**src/rtl/dimm_spare_pkg.sv**
```systemverilog
package dimm_spare_pkg;

  typedef enum logic [1:0] {
    ST_IDLE     = 2'd0,
    ST_COPYING  = 2'd1,
    ST_SPARED   = 2'd2,
    ST_DISABLED = 2'd3
  } spareState_t;

  typedef struct packed {
    logic captureFail;
    logic selectPartner;
    logic spared;
  } ctlStrobe_t;

endpackage

```
**src/rtl/dimm_spare_dp.sv**
```systemverilog
module dimm_spare_dp
  import dimm_spare_pkg::*;
#(
  parameter int NUM_DIMMS = 4,
  parameter int CNT_W     = 8,
  localparam int IDX_W    = $clog2(NUM_DIMMS)
) (
  input  logic                 clk,
  input  logic                 rstN,
  input  logic                 errValid,
  input  logic [IDX_W-1:0]     errDimm,
  input  logic [CNT_W-1:0]     threshold,
  input  ctlStrobe_t           strb,
  output logic                 anyOver,
  output logic [IDX_W-1:0]     copySrc,
  output logic [IDX_W-1:0]     failDimm,
  output logic [NUM_DIMMS-1:0] retireMask
);

  localparam logic [CNT_W-1:0] CNT_MAX  = {CNT_W{1'b1}};
  localparam logic [IDX_W-1:0] PAIR_BIT = IDX_W'(NUM_DIMMS / 2);

  logic [NUM_DIMMS-1:0] overVec;
  logic [IDX_W-1:0]     lowIdx;
  logic [IDX_W-1:0]     failIdx;
  logic                 partnerSel;
  logic [IDX_W-1:0]     partnerIdx;

  for (genvar i = 0; i < NUM_DIMMS; i++) begin : gTally
    logic [CNT_W-1:0] tally;
    always_ff @(posedge clk or negedge rstN) begin
      if (!rstN) begin
        tally <= '0;
      end else if (errValid && errDimm == IDX_W'(i) && tally != CNT_MAX) begin
        tally <= tally + 1'b1;
      end
    end
    assign overVec[i] = tally > threshold;
  end

  always_comb begin
    lowIdx = '0;
    for (int k = NUM_DIMMS - 1; k >= 0; k--) begin
      if (overVec[k]) lowIdx = IDX_W'(k);
    end
  end

  assign anyOver = |overVec;

  always_ff @(posedge clk or negedge rstN) begin
    if (!rstN) begin
      failIdx    <= '0;
      partnerSel <= 1'b0;
    end else begin
      if (strb.captureFail) begin
        failIdx    <= lowIdx;
        partnerSel <= 1'b0;
      end
      if (strb.selectPartner) partnerSel <= 1'b1;
    end
  end

  assign partnerIdx = failIdx ^ PAIR_BIT;
  assign copySrc    = partnerSel ? partnerIdx : failIdx;
  assign failDimm   = failIdx;

  always_comb begin
    retireMask = '0;
    if (strb.spared) begin
      retireMask[failIdx]    = 1'b1;
      retireMask[partnerIdx] = 1'b1;
    end
  end

endmodule

```
**src/rtl/dimm_spare_fsm.sv**
```systemverilog
module dimm_spare_fsm
  import dimm_spare_pkg::*;
#(
  parameter int CNT_W = 8
) (
  input  logic             clk,
  input  logic             rstN,
  input  logic [CNT_W-1:0] threshold,
  input  logic             anyOver,
  input  logic             copyDone,
  output ctlStrobe_t       strb,
  output logic             copyReq,
  output logic             spareInService,
  output logic             spareHidden,
  output spareState_t      stateOut
);

  typedef enum logic [2:0] {
    F_IDLE, F_DISABLED, F_COPY_MAIN, F_COPY_PAIR, F_SPARED
  } fsm_t;

  fsm_t cur, nxt;
  logic enabled;

  assign enabled = threshold != '0;

  always_comb begin
    nxt               = cur;
    strb              = '0;
    strb.spared       = cur == F_SPARED;
    unique case (cur)
      F_IDLE: begin
        if (!enabled) begin
          nxt = F_DISABLED;
        end else if (anyOver) begin
          nxt              = F_COPY_MAIN;
          strb.captureFail = 1'b1;
        end
      end
      F_DISABLED:  if (enabled) nxt = F_IDLE;
      F_COPY_MAIN: begin
        if (copyDone) begin
          nxt                = F_COPY_PAIR;
          strb.selectPartner = 1'b1;
        end
      end
      F_COPY_PAIR: if (copyDone) nxt = F_SPARED;
      F_SPARED:    nxt = F_SPARED;
      default:     nxt = F_IDLE;
    endcase
  end

  always_ff @(posedge clk or negedge rstN) begin
    if (!rstN) cur <= F_IDLE;
    else       cur <= nxt;
  end

  always_comb begin
    unique case (cur)
      F_COPY_MAIN, F_COPY_PAIR: stateOut = ST_COPYING;
      F_SPARED:                 stateOut = ST_SPARED;
      F_DISABLED:               stateOut = ST_DISABLED;
      default:                  stateOut = ST_IDLE;
    endcase
  end

  assign copyReq        = cur == F_COPY_MAIN || cur == F_COPY_PAIR;
  assign spareInService = cur == F_SPARED;
  assign spareHidden    = cur == F_IDLE || copyReq;

endmodule

```
**src/rtl/dimm_spare_ctrl.sv**
```systemverilog
module dimm_spare_ctrl
  import dimm_spare_pkg::*;
#(
  parameter int NUM_DIMMS = 4,
  parameter int CNT_W     = 8,
  localparam int IDX_W    = $clog2(NUM_DIMMS)
) (
  input  logic                 clk,
  input  logic                 rstN,
  input  logic                 errValid,
  input  logic [IDX_W-1:0]     errDimm,
  input  logic [CNT_W-1:0]     threshold,
  output logic                 copyReq,
  output logic [IDX_W-1:0]     copySrc,
  input  logic                 copyDone,
  output logic                 spareInService,
  output logic                 spareHidden,
  output logic [NUM_DIMMS-1:0] retireMask,
  output logic [1:0]           stateOut,
  output logic [IDX_W-1:0]     failDimm
);

  ctlStrobe_t  strb;
  logic        anyOver;
  spareState_t stateEnum;

  dimm_spare_dp #(.NUM_DIMMS(NUM_DIMMS), .CNT_W(CNT_W)) uDp (
    .clk(clk), .rstN(rstN), .errValid(errValid), .errDimm(errDimm),
    .threshold(threshold), .strb(strb), .anyOver(anyOver),
    .copySrc(copySrc), .failDimm(failDimm), .retireMask(retireMask)
  );

  dimm_spare_fsm #(.CNT_W(CNT_W)) uFsm (
    .clk(clk), .rstN(rstN), .threshold(threshold), .anyOver(anyOver),
    .copyDone(copyDone), .strb(strb), .copyReq(copyReq),
    .spareInService(spareInService), .spareHidden(spareHidden),
    .stateOut(stateEnum)
  );

  assign stateOut = stateEnum;

endmodule

```
**config.mk**
```make
export PLATFORM = sky130hd
export DESIGN_NAME = dimm_spare_ctrl
export DESIGN_NICKNAME = d
export VERILOG_FILES = /design/src/rtl/dimm_spare_pkg.sv /design/src/rtl/dimm_spare_dp.sv /design/src/rtl/dimm_spare_fsm.sv /design/src/rtl/dimm_spare_ctrl.sv
export SDC_FILE = /design/constraint.sdc
export NUM_CORES = 1
export LEC_CHECK = 0
export BUFFER_PORTS_ARGS = -buffer_cell sky130_fd_sc_hd__buf_2
export CAP_MARGIN = 10
export CORE_ASPECT_RATIO = 2
export CORE_MARGIN = 4
export CORE_UTILIZATION = 59
export CTS_CLUSTER_SIZE = 40
export DETAILED_ROUTE_END_ITERATION = 16
export GPL_TIMING_DRIVEN = 0
export PLACE_DENSITY = 0.8
export SKIP_CTS_REPAIR_TIMING = 1
export SLEW_MARGIN = 20
export SYNTH_ARGS = -nofsm -noshare
export SYNTH_HDL_FRONTEND = slang
export SYNTH_SLANG_ARGS = --single-unit
```
**constraint.sdc**
```tcl
create_clock -name clk -period 2.85 [get_ports clk]
set_clock_uncertainty 0.2 [all_clocks]
set_input_delay 0 -clock clk [delete_from_list [all_inputs] [get_ports clk]]
set_output_delay 0 -clock clk [all_outputs]
set_load 0.005 [all_outputs]
```
---- Word level (Yosys, flattened, before mapping) ----
Index checks and enable logic that the tools add are counted.
Widths: inputs -> output; s select.
word-level totals
  bits in registers ....................... 38
  latch bits .............................. 0
  bits in writable memories ............... 0
  memory bits (read-only) ................. 0
  input port bits ......................... 14
  output and inout bits ................... 13
  logic and storage cells ................. 79
  memories ................................ 0
operators by class
  add/sub/neg operators ................... 4
  multiply operators ...................... 0
  divide/modulo/power cells ............... 0
  magnitude comparators ................... 8
  equal/unequal tests ..................... 15
  shift-type cells ........................ 0
  multiplexer cells ....................... 24
  bitwise operators ....................... 2
  reduce and logical (&&, ||, !) cells .... 19
operator list
  kind                 number
  $add 8x1->8 const B  4
  $gt 8x8->1           4
  $ne 8x8->1 const B   4
  $mux 3               5
  $pmux 3 s5           1
  $logic_and 1x1->1    10
  $mux 2               5
  $mux 1               9
  $reduce_bool 8->1    1
  $eq 3x2->1 const B   2
  $lt 2x3->1 const B   2
  $pmux 2 s3           1
  $demux 1 s2          2
  $eq 2x2->1 const B   2
  $ge 2x1->1 const B   2
  $mux 4               1
  $ne 2x2->1 const B   2
  $or 4x4->4           1
  $reduce_and 4->1     1
  $reduce_or 4->1      1
  $eq 3x1->1 const B   1
  $eq 3x3->1 const B   1
  $logic_not 3->1      1
  $ne 3x3->1 const B   1
  other kinds (7)      8

---- Logic depth before layout (Yosys ltp) ----
Gate-level depths: netlist of the first run.
  word-level depth ........................ 7
  gate-level depth with buffers ........... 8
  mapped depth without buffers ............ 8

---- Hierarchy ----
From an unflattened synthesis of the first run, not the netlist that was laid out.
unflattened totals
  cells, all modules ...................... 254
  area, all modules ....................... 2532.4 µm²
modules (own cells, without submodules)
  module          instances  cells each  area an instance (µm²)  seq. area each (µm²)
  dimm_spare_dp   1          226         2308.5                  875.8
  dimm_spare_fsm  1          28          224.0                   75.1

---- Worst setup path before layout of the first run ----
No wires, ideal clock.
  kind .................................... flip-flop to flip-flop
  from .................................... register uDp.gTally[1].tally[1]
  to ...................................... register uFsm.cur[1]
  library setup time ...................... 0.122 ns
  arrival ................................. 1.653 ns
  required time ........................... 2.528 ns
  setup slack ............................. 0.875 ns
  cell stages (with the launch flop) ...... 8
  path buffers ............................ 0
  period minus slack after synthesis ...... 1.975 ns
  cell sequence ........................... dfrtp_1 > ha_1 > nor2b_1 > o211ai_1 > a21oi_1 > o21ai_0 > nand4_1 > a32o_1
between the ends
  word-level cells in the longest chain between the ends .. 4
RTL lines
  element                     line                  text
  start: declaration          dimm_spare_dp.sv:30   logic [CNT_W-1:0] tally;
  start signal: assignment    dimm_spare_dp.sv:35   tally <= tally + 1'b1;
  $gt 8x8->1                  dimm_spare_dp.sv:38   assign overVec[i] = tally > threshold;
  $reduce_or 4->1             dimm_spare_dp.sv:48   assign anyOver = |overVec;
  $ne 3x3->1 (no line)        -
  $reduce_and 4->1 (no line)  -
  end signal: assignment      dimm_spare_fsm.sv:55  else cur <= nxt;
  end: declaration            dimm_spare_fsm.sv:22  fsm_t cur, nxt;
Every way passes these cells.
A chain may end at the register's enable or synchronous reset.

---- Worst setup path in the final report of the first run ----
  from .................................... register uDp.gTally[2].tally[2]
  to ...................................... register uDp.gTally[2].tally[0]
between the ends
  word-level cells in the longest chain between the ends .. 2
RTL lines
  element                   line                 text
  start: declaration        dimm_spare_dp.sv:30
  start signal: assignment  dimm_spare_dp.sv:35
  $ne 8x8->1                dimm_spare_dp.sv:34  end else if (errValid && errDimm == IDX_W'(i) && tally != CNT_MAX) begin
  $logic_and 1x1->1         dimm_spare_dp.sv:34
Every way passes these cells.

==> results of run 1 <==
-- cells by family after synthesis --
group | count (synthesis)
adder cells (fa/ha/maj) | 36
multiplexers | 4
AND/OR/NAND/NOR | 72
AO/OA/AOI/OAI | 45
XOR/XNOR | 31
flip-flops | 38
buffers and inverters | 20
-- metal layers --
| metal | share of wire (%) | vias up | global-route usage [%] |
|---|---|---|---|
| li1 | - | 969 | - |
| met1 | 39 | 960 | 25.0 |
| met3 | 3.4 | 11 | 3.71 |
| met2 | 54 | 48 | 39.7 |
| met4 | 3.0 | 0 | 12.9 |
| met5 | 0 | - | 0 |
-- flip-flops by register name (all words and copies together), names as in the netlist --
name,flops
uDp.failDimm,2
uDp.gTally.tally,32
uDp.partnerSel,1
uFsm.cur,3
-- area by class of cell --
class | instances | area (um2)
buffer | 5 | 30.0
clock buffer | 8 | 110
fill | 332 | 1220
inverter | 15 | 56.3
multi-input combinational | 188 | 1470
sequential | 38 | 951
tap | 52 | 65.1
timing repair buffer | 32 | 190
-- worst max-delay path by stage --
stage	start	end	slack, ns	cells past startpoint
final	uDp.gTally[2].tally[2]	uDp.gTally[2].tally[0]	0.53	5
after global routing	threshold[5]	uDp.failDimm[0]	0.39	9
after CTS	uDp.gTally[1].tally[1]	uFsm.cur[1]	0.59	7
after detailed placement	uDp.gTally[1].tally[1]	uFsm.cur[1]	0.62	7
after global placement	uDp.gTally[1].tally[1]	uFsm.cur[1]	0.70	7
after floorplan	uDp.gTally[1].tally[1]	uFsm.cur[1]	0.88	7
-- power by group through the flow --
stage,Sequential (mW),Combinational [mW],Clock [mW]
floorplan,0.832,0.513,0
global placement,0.880,0.655,0
detailed placement,0.887,0.698,0
CTS,0.877,0.708,0.445
global route,0.901,0.823,0.469
finish,0.882,0.706,0.437
-- worst max-delay path: cells and delay by family (launching register included) --
| family | cells | cell delay [ns] |
|---|---|---|
| AOI/OAI and AO/OA | 1 | 0.40 |
| DFF | 1 | 0.45 |
| buffers and inverters | 1 | 0.64 |
| xor gates and xnor gates | 1 | 0.12 |
| and+or+nand+nor | 2 | 0.44 |
-- cell usage in the layout, fill, tap and decap left out, types with 2 or more instances in the layout --
master / instances
dfrtp_1: 38
ha_1: 36
xnor2_1: 26
buf_2: 26
nand2_1: 19
a21oi_1: 19
nand4_1: 17
inv_1: 15
nor2_1: 10
clkbuf_8: 8
and3_1: 7
o21ai_0: 7
nand3_1: 6
dlygate4sd3_1: 6
xor2_1: 5
mux2_2: 4
nor2b_1: 4
o211ai_1: 4
o22ai_1: 3
buf_4: 3
clkbuf_1: 2
and3_4: 2
or4_1: 2
a2bb2oi_1: 2
a211oi_1: 2
-- metrics by stage --
stage / util, % / hold slack [ns] / power (mW) / setup WS [ns] / std cells
after detailed placement: 66.0 / -0.0421 / 1.59 / 0.621 / 324
after CTS: 68.7 / -0.357 / 2.03 / 0.586 / 332
after global routing: 70.2 / 0.000861 / 2.19 / 0.393 / 338
after floorplan: - / -0.496 / 1.34 / 0.875 / 246
after global placement: 66.0 / -0.0452 / 1.54 / 0.695 / 324
final: 70.2 / -0.0389 / 2.02 / 0.526 / 338
==> flow_summary.ini, run 1 <==
[routing]
drc_errors = 0
routed_wirelength_mm = 5.44
drt_iter0_drc = 27
dr.pass1.iters = 4
avgRoutedWirePerCell_um = 16.1
avgViaCountPerCell = 5.88
vias = 1988
ant_nets = 0

[floorplanning]
top_level_ports = 27
start_util_pct = 61.2
dieArea_mm2 = 0.00541
die_w_um = 54.1
rows = 33
core_mm2 = 0.00409
dieHeight_um = 100

[synth]
synth_fa_ha_area_share_pct = 18.0
yosysSeqAreaShare_pct = 38.0
synth.area.top_cells = dfrtp_1 38%, ha_1 18%, xnor2_1 9.1%
synth_top_flop_cell = dfrtp_1
syn-num-nets = 296
synth_area_mm2 = 0.00250
synth_top_family_by_area = adder cells
yosys_warnings = 0
synth_edf_count = 0
synth_compound_area_share_pct = 12.4
syn_inst = 246
avgSynthCellArea_um2 = 10.2
yosys.area.top_type_share_pct = 38.0
synthXorXnorAreaFrac_pct = 10.8
ys_ff_latch = 38
yosys-mux-area-fraction_pct = 1.80
synth_top_cell_by_area = dfrtp_1
synth.distinct_cells = 35
synthArstFlopShare_pct = 100
synth_most_common_cell = dfrtp_1
synth-simple-area-share_pct = 15.5
synth_common_cells = 38 x dfrtp_1, 36 x ha_1, 26 x xnor2_1, 19 x a21oi_1, 19 x nand2_1

[run_status]
status = finished with violations
violations = negative hold slack

[setup_path]
start_kind = flop
required_ns = 2.86
slowest_delay_ns = 0.64
critical_path_class = reg2reg
crit_slowest_cell = dlygate4sd3_1
cp-end-kind = flop
path_cells = and3_1, and3_4, a311oi_4, dlygate4sd3_1, xnor2_1
r2r_start = uDp.gTally[2].tally[2]
crit_fanout = 6
r2r-end = uDp.gTally[2].tally[0]
rrSetupSlack_ns = 0.53
r2r_cells = 5
cp.arrival_ns = 2.34

[job]
max_cap_viol_count = 0

[clock_tree]
cts_tree = built
clock_sinks = 38
numCtsBuffers = 5
root_buffer = clkbuf_8
clock_latency_ns = 0.29
path_clk_slew_ns = 0.07
clk_path_buf_depth = 2
cts.htree.levels = 2

[worst_hold_path]
hold_class = in2reg
hold_depth = 5
worstHoldStart = errDimm[1]
hold_end = uDp.gTally[2].tally[2]

[power]
power_frac_clock_pct = 21.6
leakage_nw = 1.36
seq_power_share_pct = 43.6
p_sw_uw = 730
p_per_area_mw_per_mm2 = 706
p_int_mw = 1.29
p_comb_share_pct = 34.9
p_sw_share_pct = 36.1
ir_drop_mv = 0.575

[place]
place_congestion = 0.822
place_area_mm2 = 0.00270
hpwl_mm = 4.13
port_buffers = 26

[grt]
antenna_found_initial = 0
grt_max_degree = 39
grt_pass1_wl_mm = 9.08
overflow = 0
gr-usage-all-layers_pct = 22.9
grt_pass1_vias = 2036

[final_layout]
design_area_mm2 = 0.00287
area_delta_synth_final_pct = 14.6
drive_gt1_share_pct = 16.1
fin_nets = 335
diodes = 0

[sta]
fin_crit_sh_pct = 81.5
hold_viol = 4
period_needed_ns = 2.32
rsz0062_at_grt = no
holdWs_ns = -0.0389
worst_slew_pin_slew_ns = 0.870
fmax_ghz = 0.430
tns_ns = 0
slew_headroom_pct = 42.0
setup_viol = 0
maxSlewViolCount = 0
Power figures use the tool's default switching activity.
==> run 2, diff against run 1 <==
--- a/config.mk
+++ b/config.mk
@@ -5,15 +5,16 @@
 export SDC_FILE = /design/constraint.sdc
 export NUM_CORES = 1
 export LEC_CHECK = 0
+export ABC_AREA = 1
 export BUFFER_PORTS_ARGS = -buffer_cell sky130_fd_sc_hd__buf_2
 export CAP_MARGIN = 10
 export CORE_ASPECT_RATIO = 2
 export CORE_MARGIN = 4
-export CORE_UTILIZATION = 59
+export CORE_UTILIZATION = 54
 export CTS_CLUSTER_SIZE = 40
 export DETAILED_ROUTE_END_ITERATION = 16
 export GPL_TIMING_DRIVEN = 0
-export PLACE_DENSITY = 0.8
+export PLACE_DENSITY = 0.77
 export SKIP_CTS_REPAIR_TIMING = 1
 export SLEW_MARGIN = 20
 export SYNTH_ARGS = -nofsm -noshare
==> constraint.sdc (replaced) <==
create_clock -name clk -period 1.88 [get_ports clk]
set_clock_uncertainty 0.2 [all_clocks]
set_input_delay 0 -clock clk [delete_from_list [all_inputs] [get_ports clk]]
set_output_delay 0 -clock clk [all_outputs]
set_load 0.005 [all_outputs]
==> run 2 against run 1 <==
  * The flow finishes with violations (negative hold slack, negative setup slack)
  * Setup slack worse by 0.57 ns
  * Die area is 15% higher
  * Non-clock buffer count is 9 higher
  * Flip-flop and latch count unchanged
  * Wire length increased by 9.0%
  * Design area increased by 17%
  * Count of clock-buffer cells in the layout shrank 1
  * Global-route usage is 2.8 points lower
==> flow_summary.ini, run 2 <==
[synth]
synth.area.top_cells = dfrtp_1 35%, ha_1 17%, nand2_1 11%
avgSynthCellArea_um2 = 7.96
syn_inst = 337
synthArstFlopShare_pct = 100
synth_most_common_cell = nand2_1
ys_ff_latch = 38
synth_common_cells = 79 x nand2_1, 57 x inv_1, 38 x dfrtp_1, 36 x ha_1, 25 x nor2_1
synth_edf_count = 0
yosys.area.top_type_share_pct = 35.4
synth_top_cell_by_area = dfrtp_1
syn-num-nets = 387
synth_top_flop_cell = dfrtp_1
yosys_warnings = 0
synth.distinct_cells = 23
synth_area_mm2 = 0.00268
yosysSeqAreaShare_pct = 35.4

[place]
place_congestion = 0.866
placed_cells = 420
hpwl_mm = 4.34
port_buffers = 26

[sta]
fmax_ghz = 0.520
worst_slew_pin_slew_ns = 0.852
worst_slack_ns = -0.0439
setup_viol = 3
period_needed_ns = 1.92
fin_crit_sh_pct = 102
holdWs_ns = -0.0105
maxSlewViolCount = 0
rsz0062_at_grt = yes
hold_viol = 1
slew_headroom_pct = 43.2

[grt]
antenna_found_initial = 0
grt_pass1_wl_mm = 9.63
overflow = 0
grt_max_degree = 39
grt_pass1_vias = 2293
gr-usage-all-layers_pct = 20.1

[worst_hold_path]
hold_end = uDp.gTally[3].tally[0]
hold_class = in2reg
worstHoldStart = errValid
hold_depth = 5

[routing]
wl_met1_mm = 2.29
avgRoutedWirePerCell_um = 13.3
drc_errors = 0
routed-wl-met3_um = 261
routed.top_layer = met4
dr.pass1.iters = 5
ant_nets = 0
vias = 2361
drt_iter0_drc = 102
avgViaCountPerCell = 5.31
routed_wirelength_mm = 5.93
wl_met2_mm = 3.23

[setup_path]
start_kind = flop
cpLargestDelayFamily = simple AND/OR/NAND/NOR gates
cp_common_cell = nand2_2
rrSetupSlack_ns = -0.04
r2r_start = uDp.gTally[3].tally[6]
path_cells = ha_1, nand2_2, nor2_2, nand4_1, nand2_2, nand2_2, nor2_2, nand2_1, nand3_1, nand2_1
crit_fanout = 3
cp-end-kind = flop
slowest_delay_ns = 0.43
r2r_cells = 10
cp.arrival_ns = 1.91
cp.buffers_inverters = 0
required_ns = 1.87
r2r-end = uFsm.cur[0]
critical_path_class = reg2reg
crit_slowest_cell = dfrtp_1

[run_status]
status = finished with violations
violations = negative hold slack, negative setup slack

[power]
leakage_nw = 1.82
ir_drop_mv = 0.813
p_comb_share_pct = 49.9
p_int_mw = 2.39
power_frac_clock_pct = 13.7
seq_power_share_pct = 36.3
p_sw_mw = 1.81
p_per_area_mw_per_mm2 = 1250
p_sw_share_pct = 43.1

[clock_tree]
root_buffer = clkbuf_8
clock_latency_ns = 0.30
path_clk_slew_ns = 0.07
clock_sinks = 38
cts_tree = built
numCtsBuffers = 5
cts.htree.levels = 2
clk_path_buf_depth = 2

[floorplanning]
top_level_ports = 27
dieArea_mm2 = 0.00623
dieHeight_um = 108
start_util_pct = 55.1
core_mm2 = 0.00486
rows = 36
die_w_um = 57.8

[final_layout]
fin_nets = 437
stdcell_count = 445
largest-register = uDp.gTally.tally
area_delta_synth_final_pct = 25.2
multi_input_area_mm2 = 0.00173
layout.area.seq_um2 = 960
final_cell_mix = 65 x nand2_1, 55 x inv_1, 31 x dfrtp_1
largest_reg_flops = 32
fill_cells = 388
diodes = 0
final_common_cell = nand2_1
drive_gt1_share_pct = 27.8

[job]
max_cap_viol_count = 0
run 2: cell count changes after synthesis, sizes merged, moves of 9 or more:
cell | before | now
and3 | 9 | 0
nand4 | 17 | 8
xor2 | 5 | 23
nor2 | 10 | 26
inv | 15 | 57
nand3 | 6 | 22
xnor2 | 26 | 5
nand2 | 19 | 81
nor3 | 0 | 12
run 2: layer usage:
layer | vias up | track usage, %
met1 | 1116 | 19.6
met3 | 14 | 3.96
met5 | - | 0
met4 | 0 | 8.62
met2 | 61 | 38.8
li1 | 1170 | -
run 2: area by class of cell:
cell class	instances	share of cell area, %
inverter	57	6.44
sequential	38	28.6
tap	57	2.12
multi-input combinational	239	51.4
buffer	3	0.670
clock buffer	7	2.57
clock inverter	1	0.149
timing repair buffer	43	8.08
run 2: how the worst max path moves through the flow:
stage / start / end / cells after the start
after floorplan: uDp.gTally[1].tally[1] / uDp.failDimm[0] / 14
after global placement: uDp.gTally[1].tally[3] / uDp.failDimm[0] / 14
after detailed placement: uDp.gTally[3].tally[7] / uFsm.cur[1] / 10
after CTS: uDp.gTally[3].tally[7] / uFsm.cur[1] / 10
after global routing: uDp.gTally[0].tally[1] / uDp.partnerSel / 14
final: uDp.gTally[3].tally[6] / uFsm.cur[0] / 10
run 2: kinds of logic after synthesis:
group,count (synthesis),synth area share (%)
DFF,38,35.4
and+or+nand+nor,151,24.3
adders and majority gates,36,16.8
AOI/OAI and AO/OA,23,5.08
xor gates and xnor gates,28,9.14
muxes,1,0.420
buffers and inverters,60,8.82
run 2: tightest hold or removal path, cell delays in order:
cell,delay (ns)
buf_2,0.09
inv_1,0.11
nor3_2,0.06
o21ai_2,0.11
xor2_1,0.08
run 2: power groups by stage:
stage	Clock (mW)	Sequential [mW]	Combinational [mW]
global placement	0	1.50	1.57
global route	0.626	1.57	2.42
detailed placement	0	1.51	1.64
finish	0.577	1.53	2.10
CTS	0.589	1.50	1.65
floorplan	0	1.41	1.23
run 2: through the flow:
step	setup TNS, ns	power, mW	utilization, %	instance area, um2	setup WS, ns
floorplan	0	2.64	-	2680	0.150
global placement	-0.108	3.07	59.3	2880	-0.0394
detailed placement	-0.188	3.15	59.3	2880	-0.0783
CTS	-0.274	3.75	61.2	2980	-0.0979
global route	-0.782	4.62	69.1	3360	-0.153
finish	-0.0697	4.21	69.1	3360	-0.0439
